<file path="src/rtl/sd_rst_pkg.sv">
package sd_rst_pkg;

  localparam int PRES_W = 7;
  localparam int GAP_W  = 2;
  localparam int IRQ_W  = 5;

  localparam int REQ_ALL_BIT = 0;
  localparam int REQ_CMD_BIT = 1;
  localparam int REQ_DAT_BIT = 2;
  localparam int REQ_W       = 3;
  localparam int REG_W       = 8;

  localparam logic [PRES_W-1:0] PRES_DAT_MASK = 7'h3F;
  localparam logic [PRES_W-1:0] PRES_CMD_MASK = 7'h40;
  localparam logic [GAP_W-1:0]  GAP_DAT_MASK  = 2'h3;
  localparam logic [IRQ_W-1:0]  IRQ_DAT_MASK  = 5'h0F;
  localparam logic [IRQ_W-1:0]  IRQ_CMD_MASK  = 5'h10;

  typedef struct packed {
    logic clrDat;
    logic clrCmd;
    logic clrAll;
    logic flush;
  } rstStrobe_t;

  typedef enum logic [1:0] {
    ALL_IDLE    = 2'd0,
    ALL_HOLD    = 2'd1,
    ALL_WAITCAP = 2'd2
  } allState_t;

endpackage

</file>
<file path="src/rtl/sd_rst_chan.sv">
module sd_rst_chan #(
  parameter int HOLD = 4
) (
  input  logic clk,
  input  logic rstN,
  input  logic start,
  input  logic block,
  output logic active,
  output logic first
);

  localparam int CW = $clog2(HOLD + 1);

  logic [CW-1:0] cnt;

  always_ff @(posedge clk or negedge rstN) begin
    if (!rstN) begin
      active <= 1'b0;
      cnt    <= '0;
    end else if (active) begin
      if (cnt == CW'(HOLD - 1)) begin
        active <= 1'b0;
        cnt    <= '0;
      end else begin
        cnt <= cnt + 1'b1;
      end
    end else if (start && !block) begin
      active <= 1'b1;
      cnt    <= '0;
    end
  end

  assign first = active && (cnt == '0);

  AST_CHAN_HOLD_LEN: assert property (@(posedge clk) disable iff (!rstN)
    $fell(active) |-> ($past(cnt) == CW'(HOLD - 1)));

  AST_CHAN_NO_RESTART: assert property (@(posedge clk) disable iff (!rstN)
    (active && cnt != CW'(HOLD - 1)) |=> (active && cnt == $past(cnt) + 1'b1));

endmodule

</file>
<file path="src/rtl/sd_rst_control.sv">
module sd_rst_control
  import sd_rst_pkg::*;
#(
  parameter int HOLD_CYCLES = 4
) (
  input  logic             clk,
  input  logic             rstN,
  input  logic             regWrEn,
  input  logic [REQ_W-1:0] reqWr,
  input  logic             capsValid,
  output rstStrobe_t       strobe,
  output logic [REQ_W-1:0] reqState,
  output logic             cardReset
);

  localparam int HCW = $clog2(HOLD_CYCLES + 1);

  allState_t      allState;
  logic [HCW-1:0] holdCnt;
  logic           allBusy;
  logic           allStart;
  logic [1:0]     chanActive;
  logic [1:0]     chanFirst;

  assign allBusy  = (allState != ALL_IDLE);
  assign allStart = regWrEn && reqWr[REQ_ALL_BIT] && !allBusy;

  // channel 0 serves the command bit, channel 1 the data bit
  for (genvar g = 0; g < 2; g++) begin : g_chan
    sd_rst_chan #(.HOLD(HOLD_CYCLES)) u_chan (
      .clk    (clk),
      .rstN   (rstN),
      .start  (regWrEn && reqWr[REQ_CMD_BIT + g]),
      .block  (allBusy || allStart),
      .active (chanActive[g]),
      .first  (chanFirst[g])
    );
  end

  always_ff @(posedge clk or negedge rstN) begin
    if (!rstN) begin
      allState <= ALL_IDLE;
      holdCnt  <= '0;
    end else begin
      case (allState)
        ALL_IDLE: begin
          if (allStart) begin
            allState <= ALL_HOLD;
            holdCnt  <= '0;
          end
        end
        ALL_HOLD: begin
          if (holdCnt == HCW'(HOLD_CYCLES - 1)) begin
            allState <= ALL_WAITCAP;
            holdCnt  <= '0;
          end else begin
            holdCnt <= holdCnt + 1'b1;
          end
        end
        ALL_WAITCAP: begin
          if (capsValid) allState <= ALL_IDLE;
        end
        default: allState <= ALL_IDLE;
      endcase
    end
  end

  always_comb begin
    strobe.clrDat = chanActive[1] || allBusy;
    strobe.clrCmd = chanActive[0] || allBusy;
    strobe.clrAll = allBusy;
    strobe.flush  = chanFirst[1] || (allState == ALL_HOLD && holdCnt == '0);
  end

  always_comb begin
    reqState              = '0;
    reqState[REQ_ALL_BIT] = allBusy;
    reqState[REQ_CMD_BIT] = chanActive[0];
    reqState[REQ_DAT_BIT] = chanActive[1];
  end

  assign cardReset = (allState == ALL_HOLD);

  AST_ALL_EXIT_ON_CAPS: assert property (@(posedge clk) disable iff (!rstN)
    $fell(allBusy) |-> $past(capsValid));

  AST_CARD_RST_IN_ALL: assert property (@(posedge clk) disable iff (!rstN)
    cardReset |-> reqState[REQ_ALL_BIT]);

  AST_ALL_PRIORITY: assert property (@(posedge clk) disable iff (!rstN)
    (allStart && !chanActive[0] && !chanActive[1]) |=>
      (reqState == 3'b001));

endmodule

</file>
<file path="src/rtl/sd_rst_datapath.sv">
module sd_rst_datapath
  import sd_rst_pkg::*;
#(
  parameter int BUF_DEPTH = 16,
  parameter int CAPS_W    = 16,
  parameter int HOST_W    = 8
) (
  input  logic                           clk,
  input  logic                           rstN,
  input  rstStrobe_t                     strobe,
  input  logic                           capsLoad,
  input  logic [CAPS_W-1:0]              capsIn,
  output logic [CAPS_W-1:0]              capsOut,
  input  logic                           cardDetectIn,
  output logic                           cardPresent,
  input  logic                           bufPush,
  output logic [$clog2(BUF_DEPTH+1)-1:0] bufCount,
  input  logic [PRES_W-1:0]              presSet,
  output logic [PRES_W-1:0]              presState,
  input  logic [GAP_W-1:0]               gapSet,
  output logic [GAP_W-1:0]               gapCtrl,
  input  logic [IRQ_W-1:0]               irqSet,
  output logic [IRQ_W-1:0]               irqStat,
  input  logic                           hostCtrlWe,
  input  logic [HOST_W-1:0]              hostCtrlWd,
  output logic [HOST_W-1:0]              hostCtrl
);

  localparam int BCW = $clog2(BUF_DEPTH + 1);

  logic [PRES_W-1:0] presClr;
  logic [GAP_W-1:0]  gapClr;
  logic [IRQ_W-1:0]  irqClr;
  logic              detSync;

  assign presClr = ({PRES_W{strobe.clrDat}} & PRES_DAT_MASK)
                 | ({PRES_W{strobe.clrCmd}} & PRES_CMD_MASK)
                 | {PRES_W{strobe.clrAll}};
  assign gapClr  = ({GAP_W{strobe.clrDat}} & GAP_DAT_MASK)
                 | {GAP_W{strobe.clrAll}};
  assign irqClr  = ({IRQ_W{strobe.clrDat}} & IRQ_DAT_MASK)
                 | ({IRQ_W{strobe.clrCmd}} & IRQ_CMD_MASK)
                 | {IRQ_W{strobe.clrAll}};

  always_ff @(posedge clk or negedge rstN) begin
    if (!rstN) begin
      presState <= '0;
      gapCtrl   <= '0;
      irqStat   <= '0;
    end else begin
      presState <= (presState | presSet) & ~presClr;
      gapCtrl   <= (gapCtrl | gapSet) & ~gapClr;
      irqStat   <= (irqStat | irqSet) & ~irqClr;
    end
  end

  always_ff @(posedge clk or negedge rstN) begin
    if (!rstN)                 hostCtrl <= '0;
    else if (strobe.clrAll)    hostCtrl <= '0;
    else if (hostCtrlWe)       hostCtrl <= hostCtrlWd;
  end

  always_ff @(posedge clk or negedge rstN) begin
    if (!rstN) begin
      bufCount <= '0;
    end else if (strobe.flush) begin
      bufCount <= '0;
    end else if (bufPush && !strobe.clrDat && bufCount != BCW'(BUF_DEPTH)) begin
      bufCount <= bufCount + 1'b1;
    end
  end

  // power-on reset only: software resets leave these alone
  always_ff @(posedge clk or negedge rstN) begin
    if (!rstN) begin
      detSync     <= 1'b0;
      cardPresent <= 1'b0;
      capsOut     <= '0;
    end else begin
      detSync     <= cardDetectIn;
      cardPresent <= detSync;
      if (capsLoad) capsOut <= capsIn;
    end
  end

  AST_DAT_SCOPE_CLEAR: assert property (@(posedge clk) disable iff (!rstN)
    strobe.clrDat |=> ((presState & PRES_DAT_MASK) == '0 && gapCtrl == '0 &&
                       (irqStat & IRQ_DAT_MASK) == '0));

  AST_CMD_SCOPE_CLEAR: assert property (@(posedge clk) disable iff (!rstN)
    strobe.clrCmd |=> ((presState & PRES_CMD_MASK) == '0 &&
                       (irqStat & IRQ_CMD_MASK) == '0));

  AST_ALL_HOST_CLEAR: assert property (@(posedge clk) disable iff (!rstN)
    strobe.clrAll |=> (hostCtrl == '0));

  AST_FLUSH_EMPTIES: assert property (@(posedge clk) disable iff (!rstN)
    strobe.flush |=> (bufCount == '0));

  AST_CAPS_KEPT: assert property (@(posedge clk) disable iff (!rstN)
    (strobe.clrAll && !capsLoad) |=> $stable(capsOut));

endmodule

</file>
<file path="src/rtl/sd_sw_reset_ctrl.sv">
module sd_sw_reset_ctrl
  import sd_rst_pkg::*;
#(
  parameter int HOLD_CYCLES = 4,
  parameter int BUF_DEPTH   = 16,
  parameter int CAPS_W      = 16,
  parameter int HOST_W      = 8
) (
  input  logic                           clk,
  input  logic                           rstN,
  input  logic                           regWrEn,
  input  logic [REG_W-1:0]               regWrData,
  output logic [REG_W-1:0]               regRdData,
  input  logic                           capsValid,
  input  logic                           capsLoad,
  input  logic [CAPS_W-1:0]              capsIn,
  output logic [CAPS_W-1:0]              capsOut,
  input  logic                           cardDetectIn,
  output logic                           cardPresent,
  output logic                           cardResetOut,
  output logic                           rstDatOut,
  output logic                           rstCmdOut,
  output logic                           rstAllOut,
  output logic                           bufFlushOut,
  input  logic                           bufPush,
  output logic [$clog2(BUF_DEPTH+1)-1:0] bufCount,
  input  logic [PRES_W-1:0]              presSet,
  output logic [PRES_W-1:0]              presState,
  input  logic [GAP_W-1:0]               gapSet,
  output logic [GAP_W-1:0]               gapCtrl,
  input  logic [IRQ_W-1:0]               irqSet,
  output logic [IRQ_W-1:0]               irqStat,
  input  logic                           hostCtrlWe,
  input  logic [HOST_W-1:0]              hostCtrlWd,
  output logic [HOST_W-1:0]              hostCtrl
);

  rstStrobe_t       strobe;
  logic [REQ_W-1:0] reqState;
  logic             unusedWrBits;

  assign unusedWrBits = ^regWrData[REG_W-1:REQ_W];

  sd_rst_control #(.HOLD_CYCLES(HOLD_CYCLES)) u_control (
    .clk       (clk),
    .rstN      (rstN),
    .regWrEn   (regWrEn),
    .reqWr     (regWrData[REQ_W-1:0]),
    .capsValid (capsValid),
    .strobe    (strobe),
    .reqState  (reqState),
    .cardReset (cardResetOut)
  );

  sd_rst_datapath #(
    .BUF_DEPTH (BUF_DEPTH),
    .CAPS_W    (CAPS_W),
    .HOST_W    (HOST_W)
  ) u_datapath (
    .clk          (clk),
    .rstN         (rstN),
    .strobe       (strobe),
    .capsLoad     (capsLoad),
    .capsIn       (capsIn),
    .capsOut      (capsOut),
    .cardDetectIn (cardDetectIn),
    .cardPresent  (cardPresent),
    .bufPush      (bufPush),
    .bufCount     (bufCount),
    .presSet      (presSet),
    .presState    (presState),
    .gapSet       (gapSet),
    .gapCtrl      (gapCtrl),
    .irqSet       (irqSet),
    .irqStat      (irqStat),
    .hostCtrlWe   (hostCtrlWe),
    .hostCtrlWd   (hostCtrlWd),
    .hostCtrl     (hostCtrl)
  );

  assign regRdData   = {{(REG_W-REQ_W){1'b0}}, reqState};
  assign rstDatOut   = strobe.clrDat;
  assign rstCmdOut   = strobe.clrCmd;
  assign rstAllOut   = strobe.clrAll;
  assign bufFlushOut = strobe.flush;

  AST_UNUSED_READ_ZERO: assert property (@(posedge clk) disable iff (!rstN)
    $past(regWrEn) |-> (regRdData[REG_W-1:REQ_W] == '0));

endmodule

</file>
<file path="config.mk">
export PLATFORM = sky130hd
export DESIGN_NAME = sd_sw_reset_ctrl
export DESIGN_NICKNAME = d
export VERILOG_FILES = /design/src/rtl/sd_rst_pkg.sv /design/src/rtl/sd_rst_chan.sv /design/src/rtl/sd_rst_control.sv /design/src/rtl/sd_rst_datapath.sv /design/src/rtl/sd_sw_reset_ctrl.sv
export SDC_FILE = /design/constraint.sdc
export NUM_CORES = 1
export LEC_CHECK = 0
export CORE_MARGIN = 2
export CORE_UTILIZATION = 30
export DETAILED_ROUTE_END_ITERATION = 6
export HOLD_SLACK_MARGIN = 0.15
export PLACE_DENSITY = 0.71
export SETUP_SLACK_MARGIN = 0.3
export SLEW_MARGIN = 20
export SYNTH_ARGS = -nofsm -noshare
export SYNTH_HDL_FRONTEND = slang
export SYNTH_HIERARCHICAL = 1
export SYNTH_SLANG_ARGS = --single-unit
export TNS_END_PERCENT = 1
</file>
<file path="constraint.sdc">
create_clock -name clk -period 1.6 [get_ports clk]
set_input_delay 0.24 -clock clk [delete_from_list [all_inputs] [get_ports clk]]
set_output_delay 0.24 -clock clk [all_outputs]
set_load 0.03 [all_outputs]
</file>
==> impl_metrics.py <==
metrics = {
    "floorplan": {
        "die_x_um": 97.2,
        "die_h_um": 97.2,
        "rows": 34,
        "dieArea_um2": 9450,
        "ios": 111,
        "start_util_pct": 30.3,
        "core_area_um2": 8590,
    },
    "global_routing": {
        "antenna_found_initial": 0,
        "grt_start_max_net_pins": 40,
        "grt_pass1_wl_um": 9660,
        "gr-total-overflow": 0,
        "grtUsageTotal_pct": 13.0,
        "grt_pass1_vias": 1951,
    },
    "sta": {
        "setup_ws_ns": -0.0255,
        "fin_hold_ws_ns": 0.344,
        "fmax_ghz": 0.615,
        "maxSlewViolCount": 0,
        "clock_skew_ns": 0.00700,
        "grt_setup_unrepaired": "true",
        "period_needed_ns": 1.63,
        "post-route-period-util_pct": 102,
        "setup_violations": 5,
        "hold_viol": 0,
    },
    "clocking": {
        "cts_sinks": 58,
        "clk_pin_slew_worst_paths_ns": 0.07,
        "cts_root_buffer": "clkbuf_8",
        "h-tree-depth": 3,
        "cts_tree": "built",
        "clk_path_buf_depth": 2,
        "clk_latency_ns": 0.33,
        "cts_made_buffers": 9,
    },
    "setup_path": {
        "cp_max_fo": 6,
        "startpoint_type": "flop",
        "worst_ep_arrival_time_ns": 1.39,
        "cp-end-kind": "primary output",
        "worstSetupPathType": "reg2out",
        "required_ns": 1.36,
    },
    "status": {
        "status": "finished, violations left",
        "violations": "negative setup slack",
    },
    "detailed_routing": {
        "wire_per_inst_um": 13.1,
        "drc": 0,
        "drt_pass1_iterations": 4,
        "vias": 1892,
        "vias_per_cell": 4.32,
        "ant_nets": 0,
        "wl_um": 5730,
        "dr.first_iter.drc_count": 31,
    },
    "yosys": {
        "synth_area_per_cell_um2": 12.5,
        "yosysWarnings": 6,
        "netlist_area_um2": 2610,
        "synth_cells": 208,
    },
    "pwr": {
        "power.total_mw": 6.31,
        "vdd_drop_max_mv": 0.962,
        "cellLeakagePower_nw": 1.84,
        "p_per_area_nw_per_um2": 1550,
    },
    "cells_and_area": {
        "drive_above_1_share_pct": 39.1,
        "final.fill_count": 792,
        "num_antenna_cells": 0,
        "layout.nets": 387,
        "syn_to_final_growth_pct": 55.8,
    },
    "worst_hold_path": {
        "hp-class": "in2reg",
    },
    "run": {
        "cap_viol_max_count": 0,
    },
    "place": {
        "gp_congestion": 0.783,
        "io_buffers": 100,
        "dp_slack_ns": -0.0373,
        "place_hpwl_um": 4270,
    },
}
-- path summary, 6_finish.rpt --
path | cells past startpoint | start | endpoint | slack [ns]
setup reg to reg | 4 | u_control/g_chan[1].u_chan/active$_DFF_PN0_ | u_datapath/bufCount[3]$_DFFE_PN0P_ | -0.01
max in group asynchronous | 3 | rstN | u_datapath/hostCtrl[7]$_DFFE_PN0P_ | 0.62
hold reg to reg | 0 | u_datapath/detSync$_DFF_PN0_ | u_datapath/cardPresent$_DFF_PN0_ | 0.36
hold / removal | 1 | cardDetectIn | u_datapath/detSync$_DFF_PN0_ | 0.34
min in group asynchronous | 2 | rstN | u_control/g_chan[0].u_chan/cnt[1]$_DFFE_PN0P_ | 0.41
setup / recovery | 3 | u_control/allState[0]$_DFFE_PN0P_ | rstCmdOut | -0.03
-- per-stage QoR --
step                      cell area, um2  util, %  setup TNS (ns)  instances
after floorplan                     2630        -          -0.267        212
after global placement              3750     43.7         -0.0314        416
after CTS                           4070     47.4          -0.189        437
final                               4060     47.3         -0.0820        438
after global routing                4060     47.3          -0.420        438
after detailed placement            3750     43.7         -0.0853        416
-- placed cells by master (no fill, tap or decap), drive strengths merged, types with 2 or more instances in the layout --
cell type,count
a31o,2
a32o,2
and2,2
buf,38
clkbuf,9
clkdlybuf4s15,32
clkdlybuf4s50,47
clkinv,3
clkinvlp,3
conb,5
dfrtp,58
ha,8
inv,10
mux2,19
mux2i,11
nand2,8
nand2b,10
nand3,3
nor2,18
nor2b,8
nor3,2
o211a,3
o21a,12
o22ai,2
o32ai,2
or2,2
or3,2
-- routing by layer --
layer  wire length (um)  part of all wire, %  up-vias  GRT usage (%)
met5                  0                    0        -              0
li1                   -                    -      931              -
met3                399                  7.0       10           5.18
met1               2480                   43      888           15.5
met4                 96                  1.7        0           5.24
met2               2750                   48       63           21.2
-- sequential cells by signal, summed over array words and instances, names as in the netlist --
signal / flops
u_control/allState: 2
u_control/g_chan.u_chan/active: 2
u_control/g_chan.u_chan/cnt: 6
u_control/holdCnt: 3
u_datapath/bufCount: 5
u_datapath/capsOut: 16
u_datapath/cardPresent: 1
u_datapath/detSync: 1
u_datapath/gapCtrl: 2
u_datapath/hostCtrl: 8
u_datapath/irqStat: 5
u_datapath/presState: 7
-- area by class of cell --
class / count / area (um2) / area share (%)
tap: 108 / 135 / 3.33
timing repair buffer: 118 / 1160 / 28.7
clock buffer: 9 / 124 / 3.05
clock inverter: 7 / 78.8 / 1.94
inverter: 10 / 37.5 / 0.924
multi-input combinational: 128 / 1070 / 26.3
sequential: 58 / 1450 / 35.8
-- repair_timing --
item | CTS | global route
endpoints found under the setup margin | 78 | 48
hold buffers | 1 | 0
pin swaps | 4 | 5
buffers inserted | 4 | 1
resized for setup | 175 | 24
endpoints found under the hold margin | 19 | 0
-- power breakdown --
part | switching, mW | internal [mW] | leakage (nW) | total, mW
clock network | 0.612 | 0.728 | 0.0921 | 1.34
logic | 1.60 | 1.41 | 1.00 | 3.00
registers | 0.191 | 1.77 | 0.744 | 1.96
-- critical path: stages (launching register included) --
cell,delay [ns]
dfrtp_1,0.39
buf_6,0.13
or3_4,0.39
buf_6,0.15
No activity file was read; power rests on OpenSTA's default activity.
